--- config.mk ---
export PLATFORM = sky130hd
export DESIGN_NAME = cfg_serial_slave
export DESIGN_NICKNAME = d
export VERILOG_FILES = /design/src/rtl/cfg_pkg.sv /design/src/rtl/cfg_bus_sync.sv /design/src/rtl/cfg_frame_rx.sv /design/src/rtl/cfg_rd_drv.sv /design/src/rtl/cfg_serial_slave.sv
export SDC_FILE = /design/constraint.sdc
export NUM_CORES = 1
export LEC_CHECK = 0
export ABC_CLOCK_PERIOD_IN_PS = 1970
export BUFFER_PORTS_ARGS = -buffer_cell sky130_fd_sc_hd__buf_2
export CAP_MARGIN = 5
export CORE_MARGIN = 5
export CORE_UTILIZATION = 51
export DETAILED_ROUTE_END_ITERATION = 7
export PLACE_DENSITY = 0.81
export SYNTH_ARGS = -nofsm -noshare
export SYNTH_HDL_FRONTEND = slang
export SYNTH_SLANG_ARGS = --single-unit
--- constraint.sdc ---
create_clock -name clk -period 1.97 [get_ports clk]
set_input_delay 0.591 -clock clk [delete_from_list [all_inputs] [get_ports clk]]
set_output_delay 0.591 -clock clk [all_outputs]
set_load 0.005 [all_outputs]
--- src/rtl/cfg_pkg.sv ---
package cfg_pkg;
  localparam int unsigned ADDR_W_D = 3;
  localparam int unsigned REG_W_D  = 8;
  localparam int unsigned PAD_W_D  = 4;

  // header = direction bit + address + pad; select frame length equals header
  function automatic int unsigned hdr_len(input int unsigned aw, input int unsigned pw);
    return 1 + aw + pw;
  endfunction

  function automatic int unsigned wr_len(input int unsigned aw, input int unsigned pw,
                                         input int unsigned rw);
    return hdr_len(aw, pw) + rw;
  endfunction

  // bit position of the register driven on the fall of clock k (k counted from 1)
  function automatic int unsigned rd_index(input int unsigned k, input int unsigned hdr,
                                           input int unsigned rw);
    return rw - 1 - (k - hdr);
  endfunction
endpackage

--- src/rtl/cfg_bus_sync.sv ---
module cfg_bus_sync #(
  parameter int unsigned LANES  = 3,
  parameter int unsigned STAGES = 2
) (
  input  logic             clk,
  input  logic             rst_n,
  input  logic [LANES-1:0] raw,
  output logic [LANES-1:0] lvl,
  output logic [LANES-1:0] rise,
  output logic [LANES-1:0] fall
);
  logic [LANES-1:0] prev;

  for (genvar g = 0; g < LANES; g++) begin : g_lane
    logic [STAGES-1:0] chain;
    always_ff @(posedge clk or negedge rst_n) begin
      if (!rst_n) chain <= '0;
      else        chain <= {chain[STAGES-2:0], raw[g]};
    end
    assign lvl[g] = chain[STAGES-1];
  end

  always_ff @(posedge clk or negedge rst_n) begin
    if (!rst_n) prev <= '0;
    else        prev <= lvl;
  end

  assign rise = lvl & ~prev;
  assign fall = ~lvl & prev;
endmodule

--- src/rtl/cfg_frame_rx.sv ---
module cfg_frame_rx #(
  parameter int unsigned ADDR_W = 3,
  parameter int unsigned REG_W  = 8,
  parameter int unsigned CNT_W  = 6
) (
  input  logic              clk,
  input  logic              rst_n,
  input  logic              se_rise,
  input  logic              se_fall,
  input  logic              sck_rise,
  input  logic              din,
  output logic              active,
  output logic [CNT_W-1:0]  bit_cnt,
  output logic              rw_bit,
  output logic [ADDR_W-1:0] addr,
  output logic [REG_W-1:0]  tail
);
  localparam logic [CNT_W-1:0] CNT_MAX = '1;

  always_ff @(posedge clk or negedge rst_n) begin
    if (!rst_n) begin
      active  <= 1'b0;
      bit_cnt <= '0;
      rw_bit  <= 1'b0;
      addr    <= '0;
      tail    <= '0;
    end else if (se_rise) begin
      active  <= 1'b1;
      bit_cnt <= '0;
      rw_bit  <= 1'b0;
      addr    <= '0;
      tail    <= '0;
    end else if (se_fall) begin
      active  <= 1'b0;
    end else if (active && sck_rise) begin
      if (bit_cnt != CNT_MAX) bit_cnt <= bit_cnt + 1'b1;
      if (bit_cnt == '0) rw_bit <= din;
      if (bit_cnt >= CNT_W'(1) && bit_cnt <= CNT_W'(ADDR_W))
        addr <= {addr[ADDR_W-2:0], din};
      tail <= {tail[REG_W-2:0], din};
    end
  end
endmodule

--- src/rtl/cfg_rd_drv.sv ---
module cfg_rd_drv #(
  parameter int unsigned REG_W = 8,
  parameter int unsigned HDR   = 8,
  parameter int unsigned CNT_W = 6
) (
  input  logic             clk,
  input  logic             rst_n,
  input  logic             se_edge,
  input  logic             sck_fall,
  input  logic             rd_frame,
  input  logic             addr_hit,
  input  logic [CNT_W-1:0] bit_cnt,
  input  logic [REG_W-1:0] reg_q,
  output logic             sdo,
  output logic             sdo_en
);
  import cfg_pkg::*;
  localparam int unsigned LAST = HDR + REG_W - 1;

  logic launch_first, launch_next;
  logic [REG_W-1:0] idx_sel;

  assign launch_first = rd_frame && sck_fall && (bit_cnt == CNT_W'(HDR)) && addr_hit;
  assign launch_next  = rd_frame && sck_fall && sdo_en &&
                        (bit_cnt > CNT_W'(HDR)) && (bit_cnt <= CNT_W'(LAST));

  always_comb begin
    idx_sel = '0;
    for (int k = HDR; k <= LAST; k++)
      if (bit_cnt == CNT_W'(k)) idx_sel[rd_index(k, HDR, REG_W)] = 1'b1;
  end

  always_ff @(posedge clk or negedge rst_n) begin
    if (!rst_n) begin
      sdo    <= 1'b0;
      sdo_en <= 1'b0;
    end else if (se_edge) begin
      sdo    <= 1'b0;
      sdo_en <= 1'b0;
    end else if (launch_first || launch_next) begin
      sdo    <= |(reg_q & idx_sel);
      sdo_en <= 1'b1;
    end else if (sdo_en && sck_fall && bit_cnt > CNT_W'(LAST)) begin
      sdo    <= 1'b0;
    end
  end
endmodule

--- src/rtl/cfg_serial_slave.sv ---
module cfg_serial_slave #(
  parameter int unsigned ADDR_W = cfg_pkg::ADDR_W_D,
  parameter int unsigned REG_W  = cfg_pkg::REG_W_D,
  parameter int unsigned PAD_W  = cfg_pkg::PAD_W_D
) (
  input  logic              clk,
  input  logic              rst_n,
  input  logic              se_pin,
  input  logic              sck_pin,
  input  logic              sdi_pin,
  input  logic              sel_mode,
  input  logic [ADDR_W-1:0] strap_addr,
  output logic [1:0]        cap_sel,
  output logic [1:0]        conv_sel,
  output logic [3:0]        gain_code,
  output logic              out_en,
  output logic              sdo,
  output logic              sdo_en
);
  import cfg_pkg::*;
  localparam int unsigned HDR    = hdr_len(ADDR_W, PAD_W);
  localparam int unsigned WR_LEN = wr_len(ADDR_W, PAD_W, REG_W);
  localparam int unsigned CNT_W  = $clog2(WR_LEN + 2) + 1;

  logic [2:0] s_lvl, s_rise, s_fall;
  logic se_rise, se_fall, sck_rise, sck_fall, din;

  cfg_bus_sync #(.LANES(3), .STAGES(2)) u_sync (
    .clk(clk), .rst_n(rst_n),
    .raw({sdi_pin, sck_pin, se_pin}),
    .lvl(s_lvl), .rise(s_rise), .fall(s_fall)
  );
  assign se_rise  = s_rise[0];
  assign se_fall  = s_fall[0];
  assign sck_rise = s_rise[1];
  assign sck_fall = s_fall[1];
  assign din      = s_lvl[2];

  logic              frame_active;
  logic [CNT_W-1:0]  bit_cnt;
  logic              rw_bit;
  logic [ADDR_W-1:0] fr_addr;
  logic [REG_W-1:0]  fr_tail;

  cfg_frame_rx #(.ADDR_W(ADDR_W), .REG_W(REG_W), .CNT_W(CNT_W)) u_rx (
    .clk(clk), .rst_n(rst_n),
    .se_rise(se_rise), .se_fall(se_fall), .sck_rise(sck_rise), .din(din),
    .active(frame_active), .bit_cnt(bit_cnt), .rw_bit(rw_bit),
    .addr(fr_addr), .tail(fr_tail)
  );

  // named events for the checker
  logic addr_hit, rw_known, is_read, frame_end, wr_commit, sel_update, sel_value;
  assign addr_hit   = (fr_addr == strap_addr);
  assign rw_known   = (bit_cnt != '0);
  assign is_read    = rw_known && rw_bit;
  assign frame_end  = se_fall && frame_active;
  assign wr_commit  = frame_end && !sel_mode && !is_read && rw_known &&
                      (bit_cnt == CNT_W'(WR_LEN)) && addr_hit;
  assign sel_update = frame_end && sel_mode && !is_read;
  assign sel_value  = (bit_cnt == CNT_W'(HDR)) && addr_hit;

  logic [REG_W-1:0] reg_q;
  always_ff @(posedge clk or negedge rst_n) begin
    if (!rst_n) begin
      reg_q  <= '0;
      out_en <= 1'b0;
    end else begin
      if (wr_commit)  reg_q  <= fr_tail;
      if (sel_update) out_en <= sel_value;
    end
  end

  cfg_rd_drv #(.REG_W(REG_W), .HDR(HDR), .CNT_W(CNT_W)) u_rd (
    .clk(clk), .rst_n(rst_n),
    .se_edge(se_fall || se_rise),
    .sck_fall(sck_fall),
    .rd_frame(frame_active && !sel_mode && is_read),
    .addr_hit(addr_hit),
    .bit_cnt(bit_cnt),
    .reg_q(reg_q),
    .sdo(sdo), .sdo_en(sdo_en)
  );

  assign cap_sel   = reg_q[REG_W-1 -: 2];
  assign conv_sel  = reg_q[REG_W-3 -: 2];
  assign gain_code = reg_q[3:0];
endmodule

Word-level counts from Yosys, hierarchy flattened
Cells that the tools add are included.
- $lt $le $gt $ge: 5
- reductions and logical operators: 40
- add/sub/neg operators: 1
- multiplexer cells: 30
- equality and inequality tests: 12
- bitwise gates (word level): 5
- operators with widths (cell ; count):
    equality test 6 x 4 -> 1 bit (second input constant) ; 8
    2-to-1 mux 6 bit ; 4
    2-to-1 mux 8 bit ; 3
    logical AND 1 bit ; 22
    2-to-1 mux 1 bit ; 19
    greater-than comparator 6 x 4 -> 1 bit (second input constant) ; 2
    2-to-1 mux 3 bit ; 4
    nonzero test 2 bit ; 6
    AND reduction 3 bit ; 3
    AND 8 bit ; 1
    OR reduction 8 bit ; 1
    adder 6 x 1 -> 6 bit (second input constant) ; 1
    equality test 6 x 5 -> 1 bit (second input constant) ; 1
    >= comparator 6 x 1 -> 1 bit (second input constant) ; 1
    less-or-equal comparator 6 x 2 -> 1 bit (second input constant) ; 1
    less-or-equal comparator 6 x 4 -> 1 bit (second input constant) ; 1
    logical NOT 6 bit ; 1
    != test 6 bit (second input constant) ; 1
    nonzero test 6 bit ; 1
    AND 2 bit ; 2
    NOT 2 bit ; 2
    equality test 3 bit ; 1
    nonzero test 3 bit ; 1
    logical NOT 1 bit ; 2
    3 further kinds ; 4
- logic and storage cells: 106
- input bits: 9
- output and inout port bits: 11
- flip-flop bits (word level): 38

Logic depth before layout (Yosys ltp)
Gate-level depths: netlist (run 1).
- depth after elaboration: 10
- depth in mapped cells: 9
- mapped depth without buffers: 6

Hierarchy
Synthesis (run 1) repeated with hierarchy kept, for this count alone.
- cells, all modules: 164
- area, all modules: 1861.8 um^2
- modules (own cells, without submodules) (module ; sequential area each (um^2) ; area each (um^2) ; cells an instance ; times used):
    cfg_frame_rx ; 475.5 ; 885.8 ; 92 ; 1
    cfg_serial_slave ; 225.2 ; 461.7 ; 32 ; 1
    cfg_bus_sync ; 225.2 ; 300.3 ; 18 ; 1
    cfg_rd_drv ; 50.0 ; 214.0 ; 22 ; 1

Worst setup path after synthesis (run 1)
OpenSTA, ideal clock, no wires.
- kind: register -> register
- start point: register u_rx.bit_cnt[0]
- end point: register reg_q[6]
- path slack: -0.078 ns
- setup time: 0.125 ns
- stages on the path, launching flop included: 7
- clock period less this slack: 2.048 ns
- arrival: 1.923 ns
- required time: 1.845 ns
- buffers on the path: 0
- path through: dfrtp_1 inv_1 ha_1 nand2b_4 or4_4 nand4b_4 mux2_4
- cells in the longest elaborated chain, start to end: 7
- elaborated cells on any way between the ends: 8
- those cells by class: eq/ne: 1; reduce/logical: 7
- RTL lines (item ; RTL line ; RTL):
    from (decl) ; cfg_frame_rx.sv:13 ; output logic [CNT_W-1:0] bit_cnt,
    from (signal assigned) ; cfg_frame_rx.sv:36 ; if (bit_cnt != CNT_MAX) bit_cnt <= bit_cnt + 1'b1;
    nonzero test 6 bit ; cfg_serial_slave.sv:55 ; assign rw_known = (bit_cnt != '0);
    logical AND 1 bit ; cfg_serial_slave.sv:56 ; assign is_read = rw_known && rw_bit;
    logical NOT 1 bit ; cfg_serial_slave.sv:58 ; assign wr_commit = frame_end && !sel_mode && !is_read && rw_known &&
    logical AND 1 bit (2 in series) ; cfg_serial_slave.sv:58 ;
    logical AND 1 bit * ; cfg_serial_slave.sv:58 ;
    logical AND 1 bit * ; cfg_serial_slave.sv:59 ; (bit_cnt == CNT_W'(WR_LEN)) && addr_hit;
    to (signal assigned) ; cfg_serial_slave.sv:69 ; if (wr_commit) reg_q <= fr_tail;
    to (decl) ; cfg_serial_slave.sv:63 ; logic [REG_W-1:0] reg_q;
Every way passes the cells marked *; elsewhere a longest branch is shown, timed or not.
A chain may end at the register's enable or synchronous reset.

Final worst setup path (run 1)
Ends and elaborated chain as after synthesis.

==> impl_metrics.py, run 1 <==
metrics = {
    "logic_synthesis": {
        "synth_ff_type": "dfrtp_1",
        "syn_area_mm2": 0.00179,
        "ys_async_sr_fraction": 1.00,
        "ys_seq_elements": 38,
        "avgSynthCellArea_um2": 11.2,
        "yosysWarnings": 0,
        "syn-num-nets": 175,
        "ys_seq_area_frac": 0.532,
        "synth_edf_count": 0,
        "yosys.cell_types.count": 41,
        "syn_inst": 159,
    },
    "drt": {
        "route.vias.total": 1330,
        "routedWlPerCell_um": 15.1,
        "wl_met2_um": 1810,
        "dr.max_layer_used": "met4",
        "drc_errors": 0,
        "ant_nets": 0,
        "wl_met3_um": 289,
        "first_pass_iters": 4,
        "wl_um": 3690,
        "drt_iter0_markers": 81,
        "route.layer.met1.wl_um": 1500,
        "vias_per_cell": 5.45,
    },
    "final_layout": {
        "layout-drive-gt1-share": 0.354,
        "regArea_um2": 951,
        "syn_to_final_growth_pct": 19.7,
        "fin_nets": 213,
        "fill_cells": 276,
        "insertedDiodeCount": 0,
        "multi_input_area_um2": 788,
        "post-route-cell-area_mm2": 0.00214,
    },
    "critical_path": {
        "startpoint_type": "register",
        "cp_max_fo": 8,
        "cp-end-kind": "register",
        "crit_type": "register to register",
        "worstPathRequired_ns": 2.22,
        "cp.arrival_ns": 2.12,
    },
    "outcome": {
        "status": "finished clean",
    },
    "floorplan": {
        "die_w_um": 69.2,
        "pin_count": 20,
        "start_util": 0.532,
        "core_mm2": 0.00336,
        "die-area_mm2": 0.00479,
        "die_h_um": 69.2,
        "rows": 21,
    },
    "placed_design": {
        "gp_congestion": 0.872,
        "postPlaceCellArea_mm2": 0.00205,
        "dp_slack_ns": -0.161,
        "dpl.hpwl_um": 2790,
        "io_buffer_count": 19,
    },
    "grt": {
        "gr-total-overflow": 0,
        "grt_start_max_net_pins": 21,
        "antenna_found_initial": 0,
        "grt_pass1_wl_um": 6400,
        "grtUsageTotal": 0.167,
        "grt_pass1_vias": 1356,
    },
    "pwr": {
        "p_per_area_mw_per_mm2": 956,
        "power_leakage_uw": 0.00106,
        "ir_worst_vdd_mv": 0.615,
    },
    "sta": {
        "relSlewSlack": 0.684,
        "fin_crit_sh": 0.951,
        "fin_crit_ns": 1.87,
        "hold_viol": 0,
        "rsz0062_at_grt": "no",
        "slew_violations": 0,
        "fin_skew_ns": 0.00453,
        "finalSetupViolCount": 0,
        "max_freq_ghz": 0.534,
        "final.setup.tns_ns": 0,
        "tightest_slew_ns": 0.474,
        "final.setup.worst_slack_ns": 0.0966,
    },
    "clock_tree": {
        "clock_path_buffers": 2,
        "clk_pin_slew_worst_paths_ns": 0.11,
        "cts_tree": "done",
        "cts_made_buffers": 5,
        "htreeDepth": 2,
        "cts_root_buf": "clkbuf_4",
        "clk_latency_ns": 0.35,
        "cts.sink_count": 38,
        "holdBufCountCts": 0,
    },
    "hold_path": {
        "hold_path.class": "primary input to asynchronous set/reset pin",
    },
    "run": {
        "maxCapViolations": 0,
    },
}
-- per-stage QoR --
stage | power (µW) | util | hold slack [ns] | cells
finish | 2050 | 0.637 | 0.180 | 244
global route | 2210 | 0.637 | 0.183 | 244
CTS | 2070 | 0.635 | 0.185 | 244
detailed placement | 1590 | 0.611 | 0.335 | 234
global placement | 1550 | 0.611 | 0.332 | 234
floorplan | 1340 | - | 0.295 | 159
-- synth_stat cells (all sizes together) (2+ instances only) --
cell type | number | share of area
dfrtp | 38 | 0.53
nand2 | 22 | 0.046
mux2 | 12 | 0.078
o21ai | 10 | 0.028
inv | 9 | 0.019
nor2 | 8 | 0.017
ha | 7 | 0.049
a21oi | 5 | 0.014
a22oi | 4 | 0.017
clkbuf | 4 | 0.0084
mux2i | 3 | 0.017
nand3 | 3 | 0.0084
xor2 | 3 | 0.015
a211o | 2 | 0.011
buf | 2 | 0.0091
nand3b | 2 | 0.0084
nor4 | 2 | 0.0070
nor4b | 2 | 0.0098
o211ai | 2 | 0.0084
-- layout by cell type, fill, tap and decap left out, types with 2 or more instances in the layout --
cell type,instances
dfrtp_1,38
mux2i_1,3
a211o_2,2
nand3b_1,2
mux2_2,11
xor2_1,3
o211ai_1,2
buf_2,19
clkbuf_4,5
nor4b_1,2
inv_2,2
o21ai_0,9
nand2_1,22
buf_4,17
ha_1,6
a22oi_1,4
a21oi_1,4
nand3_1,3
nor4_1,2
inv_1,7
nor2_1,8
-- path summary, 6_finish.rpt --
check                                                       to                                start  slack, ns  cells after the start
max in group asynchronous                 u_rd.sdo$_DFFE_PN0P_                                rst_n       1.33                      2
max reg2reg                               reg_q[6]$_DFFE_PN0P_          u_rx.bit_cnt[0]$_DFFE_PN0P_        0.1                      6
max                                       reg_q[6]$_DFFE_PN0P_          u_rx.bit_cnt[0]$_DFFE_PN0P_        0.1                      6
min reg2reg                u_sync.g_lane[1].chain[1]$_DFF_PN0_  u_sync.g_lane[1].chain[0]$_DFF_PN0_       0.36                      0
min in group clk           u_sync.g_lane[0].chain[0]$_DFF_PN0_                               se_pin       0.34                      1
min                                u_rx.bit_cnt[5]$_DFFE_PN0P_                                rst_n       0.18                      1
-- power by group --
part | switching [µW] | total [µW] | internal (µW)
clock network | 264 | 442 | 178
registers | 73.1 | 960 | 886
logic | 321 | 646 | 325
-- worst max-delay path: stages, from the launching register on --
cell and delay [ns]:
dfrtp_1 0.41, inv_2 0.09, ha_4 0.16, nand2b_4 0.06
or4_4 0.44, nand4b_4 0.28, mux2_4 0.34
-- cell families after synthesis --
logic type      count (synthesis)  share of synthesized area
simple gates                   50                      0.158
flops                          38                      0.532
compound gates                 31                      0.115
buf+inv                        15                     0.0364
mux                            15                     0.0945
fa+ha+maj                       7                     0.0490
xor+xnor                        3                     0.0147
-- sequential cells by signal, indices dropped and copies added, names as in the netlist, 2 cells and up --
register	count
u_sync.prev	2
reg_q	8
u_rx.addr	3
u_rx.tail	8
u_sync.g_lane.chain	6
u_rx.bit_cnt	6
-- final cells by class --
cell class	count	area share
repair buffers	37	0.113
inverters	9	0.0158
clock buffers	6	0.0240
multi-input cells	106	0.368
well taps	46	0.0269
flip-flops and latches	38	0.444
clock inverters	2	0.00760
-- metal layers --
layer  up-vias  GRT usage
li1        641          -
met1       636      0.208
met2        43      0.266
met3        10     0.0580
met4         0     0.0629
met5         -          0
-- repair_timing --
item | CTS | global route
pin swaps | 2 | 2
resized for setup | 0 | 1
buffers inserted | 2 | 0
setup endpoints to repair | 8 | 8
No activity file was read; power rests on OpenSTA's default activity.
==> inputs of run 2 (changes only) <==
Settings changed: ABC_CLOCK_PERIOD_IN_PS 1970 to default, CORE_UTILIZATION 51 to 52, PLACE_DENSITY 0.81 to 0.82, SYNTH_HIERARCHICAL from default to 1.
==> run 2 against run 1 <==
Compared with the run above:
- synthesized area is 0.91% higher
- clock power is 18% lower
- worst hold slack worse by 0.0013 ns
- highest routed layer unchanged
- non-clock buffer count is 3 lower
==> impl_metrics.py, run 2 <==
metrics = {
    "sta": {
        "slew_violations": 0,
        "hold_viol": 0,
        "fin_crit_ns": 1.90,
        "relSlewSlack": 0.720,
        "fin_crit_sh": 0.965,
        "finalSetupViolCount": 0,
        "tightest_slew_ns": 0.421,
        "final.setup.worst_slack_ns": 0.0692,
        "max_freq_ghz": 0.526,
        "fin_skew_ns": 0.00744,
    },
    "final_layout": {
        "syn_to_final_growth_pct": 16.9,
        "largestRegisters": "reg_q: 8 flops, u_rx/tail: 8 flops",
        "final_common_cell": "dfrtp_1",
        "layout_common_cells": "36 x dfrtp_1, 20 x nand2_1, 19 x buf_2, 13 x buf_4",
        "fin_cells": 240,
        "layout-drive-gt1-share": 0.340,
        "insertedDiodeCount": 0,
        "fin_nets": 206,
    },
    "logic_synthesis": {
        "syn-num-nets": 171,
        "yosysWarnings": 6,
        "avgSynthCellArea_um2": 11.3,
        "syn_area_mm2": 0.00180,
        "syn_inst": 159,
    },
    "pwr": {
        "power_leakage_uw": 0.00102,
        "ir_worst_vdd_mv": 0.327,
        "p_sw_frac": 0.255,
        "p_switching_uw": 354,
        "power_frac_seq": 0.592,
        "power.share.clock": 0.260,
        "p_per_area_mw_per_mm2": 658,
        "comb_power_share": 0.148,
        "p_int_uw": 1030,
        "power_uw": 1390,
    },
    "drt": {
        "drt_iter0_markers": 56,
        "route.vias.total": 1320,
        "ant_nets": 0,
        "wl_um": 3630,
        "first_pass_iters": 5,
        "vias_per_cell": 5.50,
        "drc_errors": 0,
        "routedWlPerCell_um": 15.1,
    },
    "critical_path": {
        "startpoint_type": "register",
        "worstPathRequired_ns": 2.19,
        "slowest_stage": "or4bb_4",
        "cp-end-kind": "register",
        "slowest_delay_ns": 0.47,
        "crit_type": "register to register",
        "cp.arrival_ns": 2.12,
        "cp_max_fo": 8,
        "path_cells": "and2b_2 -> or4bb_4 -> nor3_4 -> buf_12 -> mux2_2",
    },
    "clock_tree": {
        "cts_made_buffers": 5,
        "holdBufCountCts": 0,
        "clk_pin_slew_worst_paths_ns": 0.10,
        "cts_root_buf": "clkbuf_4",
        "cts.sink_count": 38,
        "clock_path_buffers": 2,
        "clk_latency_ns": 0.33,
        "cts_tree": "done",
        "htreeDepth": 2,
    },
    "grt": {
        "grtUsageTotal": 0.175,
        "gr-total-overflow": 0,
        "antenna_found_initial": 0,
        "grt_start_max_net_pins": 23,
        "grt_pass1_wl_um": 6090,
        "grt_pass1_vias": 1384,
    },
    "hold_path": {
        "hold_path.class": "primary input to asynchronous set/reset pin",
    },
    "floorplan": {
        "core_mm2": 0.00334,
        "die_w_um": 68.9,
        "rows": 21,
        "pin_count": 20,
        "start_util": 0.541,
        "die-area_mm2": 0.00475,
        "die_h_um": 68.9,
    },
    "placed_design": {
        "dpl.hpwl_um": 2800,
        "io_buffer_count": 19,
        "dp_slack_ns": -0.0801,
        "gp_congestion": 0.810,
        "placed_cells": 230,
    },
    "outcome": {
        "status": "finished clean",
    },
    "run": {
        "maxCapViolations": 0,
    },
}
## run 2: area by class of cell
| type | count | area [µm²] |
|---|---|---|
| Clock buffer | 7 | 45.0 |
| Fill cell | 281 | 1230 |
| Inverter | 6 | 22.5 |
| Multi-Input combinational cell | 109 | 798 |
| Sequential cell | 38 | 953 |
| Tap cell | 46 | 57.6 |
| Timing Repair Buffer | 34 | 233 |
## run 2: final timing paths
path                       slack [ns]  depth (start not counted)                                   to                           startpoint
min                              0.18                          1             u_sync/prev[0]$_DFF_PN0_                                rst_n
min reg2reg                      0.36                          0  u_sync/g_lane[2].chain[1]$_DFF_PN0_  u_sync/g_lane[2].chain[0]$_DFF_PN0_
min in group clk                 0.36                          0  u_sync/g_lane[2].chain[1]$_DFF_PN0_  u_sync/g_lane[2].chain[0]$_DFF_PN0_
max                              0.07                          5                 reg_q[2]$_DFFE_PN0P_  u_sync/g_lane[0].chain[1]$_DFF_PN0_
max reg2reg                      0.07                          5                 reg_q[2]$_DFFE_PN0P_  u_sync/g_lane[0].chain[1]$_DFF_PN0_
max in group asynchronous        1.32                          2          u_rx/bit_cnt[2]$_DFFE_PN0P_                                rst_n
## run 2: repair_timing
item                                    4_1_cts  5_1_grt
endpoints found under the setup margin        8        8
buffers inserted                              0        3
pin swaps                                     1        3
gates resized for setup                       0        1
## run 2: per-stage QoR
step / util / cell area, µm² / TNS (ns) / hold WS [ns]
CTS: 0.624 / 2080 / 0 / 0.183
global route: 0.632 / 2110 / -0.00128 / 0.210
global placement: 0.611 / 2040 / 0 / 0.333
finish: 0.632 / 2110 / 0 / 0.179
floorplan: - / 1810 / -0.140 / 0.295
detailed placement: 0.611 / 2040 / -0.558 / 0.342
## run 2: power groups by stage
| stage | registers (µW) | clock network, µW | logic [µW] |
|---|---|---|---|
| 2_1_floorplan | 842 | 0 | 126 |
| 3_3_place_gp | 835 | 0 | 193 |
| 3_5_place_dp | 838 | 0 | 200 |
| 4_1_cts | 822 | 377 | 201 |
| 5_1_grt | 826 | 403 | 227 |
| 6_report | 822 | 361 | 205 |
## run 2: critical path: cells and delay by family, from the launching register on
kind          cells  cell delay [ns]
buf+inv           1             0.15
mux               1             0.33
flops             1             0.40
simple gates      3             0.92
## run 2: metal layers
metal / up-vias / global-route usage / share of wire
li1: 625 / - / -
met2: 35 / 0.302 / 0.51
met4: 0 / 0.0608 / 0.020
met1: 651 / 0.205 / 0.42
met5: - / 0 / 0
met3: 9 / 0.0551 / 0.057
==> inputs of run 3 (changes only) <==
Settings changed: CORE_MARGIN 5 to 2, SKIP_LAST_GASP from default to 1.
==> run 3 against run 2 <==
Compared with the run above:
- first-iteration DRC count down 11%
- via count is 0.76% higher
- combinational power about the same
- global-route usage increased by 3.8 points
- total power is 4.0% higher
- clock power increased by 17%
- largest power group unchanged
==> impl_metrics.py, run 3 (same netlist as run 2, synthesis figures left out) <==
metrics = {
    "floorplan": {
        "die_w_um": 62.9,
        "pin_count": 20,
        "rows": 21,
        "start_util": 0.541,
        "core_mm2": 0.00334,
        "die_h_um": 62.9,
        "die-area_mm2": 0.00396,
    },
    "sta": {
        "slew_violations": 0,
        "max_freq_ghz": 0.523,
        "rsz0062_at_grt": "no",
        "hold_viol": 0,
        "relSlewSlack": 0.709,
        "tightest_slew_ns": 0.436,
        "whs_ns": 0.166,
        "fin_crit_sh": 0.970,
        "finalSetupViolCount": 0,
        "fin_crit_ns": 1.91,
        "fin_skew_ns": 0.0155,
    },
    "placed_design": {
        "placed_cells": 229,
        "postPlaceCellArea_mm2": 0.00203,
        "dpl.hpwl_um": 2710,
        "io_buffer_count": 19,
        "gp_congestion": 0.837,
    },
    "final_layout": {
        "fin_util": 0.630,
        "layout-drive-gt1-share": 0.344,
        "fill_cells": 298,
        "fin_cells": 238,
        "post-route-cell-area_mm2": 0.00210,
        "layout_common_cells": "36 x dfrtp_1, 20 x nand2_1, 19 x buf_2",
        "largestRegisters": "reg_q: 8 flops, u_rx/tail: 8 flops",
        "insertedDiodeCount": 0,
        "fin_nets": 203,
        "regArea_um2": 953,
        "final_common_cell": "dfrtp_1",
        "multi_input_area_um2": 800,
        "syn_to_final_growth_pct": 16.6,
    },
    "run": {
        "maxCapViolations": 0,
    },
    "pwr": {
        "p_per_area_mw_per_mm2": 687,
        "power_leakage_uw": 0.00102,
        "ir_worst_vdd_mv": 0.431,
        "power_uw": 1440,
    },
    "drt": {
        "drt_iter0_markers": 50,
        "first_pass_iters": 4,
        "routedWlPerCell_um": 15.5,
        "vias_per_cell": 5.59,
        "drc_errors": 0,
        "ant_nets": 0,
        "wl_um": 3700,
        "route.vias.total": 1330,
    },
    "critical_path": {
        "worstSetupStartpoint": "u_sync/g_lane[0].chain[1]$_DFF_PN0_",
        "worstPathRequired_ns": 2.20,
        "path_buf_inv": 1,
        "r2r-start": "u_sync/g_lane[0].chain[1]$_DFF_PN0_",
        "cp.arrival_ns": 2.14,
        "slowest_delay_ns": 0.47,
        "crit_type": "register to register",
        "cp-end-kind": "register",
        "startpoint_type": "register",
        "path_cells": "and2b_2 -> or4bb_4 -> nor3_4 -> buf_12 -> mux2_2",
        "cp_max_fo": 8,
        "cp_top_family": "simple AND/OR/NAND/NOR gates",
        "slowest_stage": "or4bb_4",
    },
    "clock_tree": {
        "cts_root_buf": "clkbuf_4",
        "clock_path_buffers": 2,
        "clk_latency_ns": 0.35,
        "cts.sink_count": 38,
        "cts_made_buffers": 5,
        "clk_pin_slew_worst_paths_ns": 0.11,
        "htreeDepth": 2,
        "holdBufCountCts": 0,
        "cts_tree": "done",
    },
    "grt": {
        "gr-total-overflow": 0,
        "met3_usage": 0.0541,
        "antenna_found_initial": 0,
        "met1_usage": 0.257,
        "top_usage_layer": "met2",
        "grtUsageTotal": 0.214,
        "grt_start_max_net_pins": 22,
        "grt_pass1_vias": 1431,
        "grt_use_met2": 0.360,
        "grt_pass1_wl_um": 6480,
    },
    "hold_path": {
        "hold_path.class": "primary input to asynchronous set/reset pin",
    },
    "outcome": {
        "status": "finished clean",
    },
}
[run 3: changes by cell type in the layout (fill, tap and decap cells not counted), sizes merged]
| cell | before | now |
|---|---|---|
| clkinv | 0 | 1 |
| buf | 34 | 31 |
[run 3: path summary, 6_finish.rpt]
path,to,slack [ns],depth (start not counted)
min in group clk,u_sync/g_lane[1].chain[0]$_DFF_PN0_,0.34,1
max in group asynchronous,u_rx/bit_cnt[2]$_DFFE_PN0P_,1.32,2
min,reg_q[4]$_DFFE_PN0P_,0.17,1
min reg2reg,u_sync/g_lane[0].chain[1]$_DFF_PN0_,0.35,0
max reg2reg,reg_q[7]$_DFFE_PN0P_,0.06,5
max,reg_q[7]$_DFFE_PN0P_,0.06,5
[run 3: through the flow]
stage          setup WS [ns]  setup TNS [ns]
3_5_place_dp         -0.0468          -0.357
2_1_floorplan        -0.0174          -0.140
4_1_cts               0.0549               0
6_report              0.0584               0
5_1_grt              0.00575               0
3_3_place_gp          0.0171               0
[run 3: area by class of cell]
type,count,share of cell area
Sequential cell,38,0.453
Multi-Input combinational cell,109,0.380
Timing Repair Buffer,31,0.0999
Tap cell,46,0.0274
Clock buffer,7,0.0262
Inverter,6,0.0107
Clock inverter,1,0.00238
[run 3: timing repair]
action                     in CTS  in global routing
setup endpoints to repair       6                  2
gates cloned                    0                  0
setup buffers                   1                  0
gates resized for setup         1                  1
pin swaps                       2                  0
[run 3: power by group]
group          leakage [µW]  switching (µW)  internal [µW]
Clock             0.0000353             248            173
Combinational      0.000478             111           90.9
Sequential         0.000504            17.0            805
Total               0.00102             376           1070
[run 3: layer usage]
metal  vias to the layer above  routed length [µm]
li1                        622                   -
met1                       647                1530
met2                        47                1850
met3                        14                 199
met4                         0                 118
met5                         -                   0
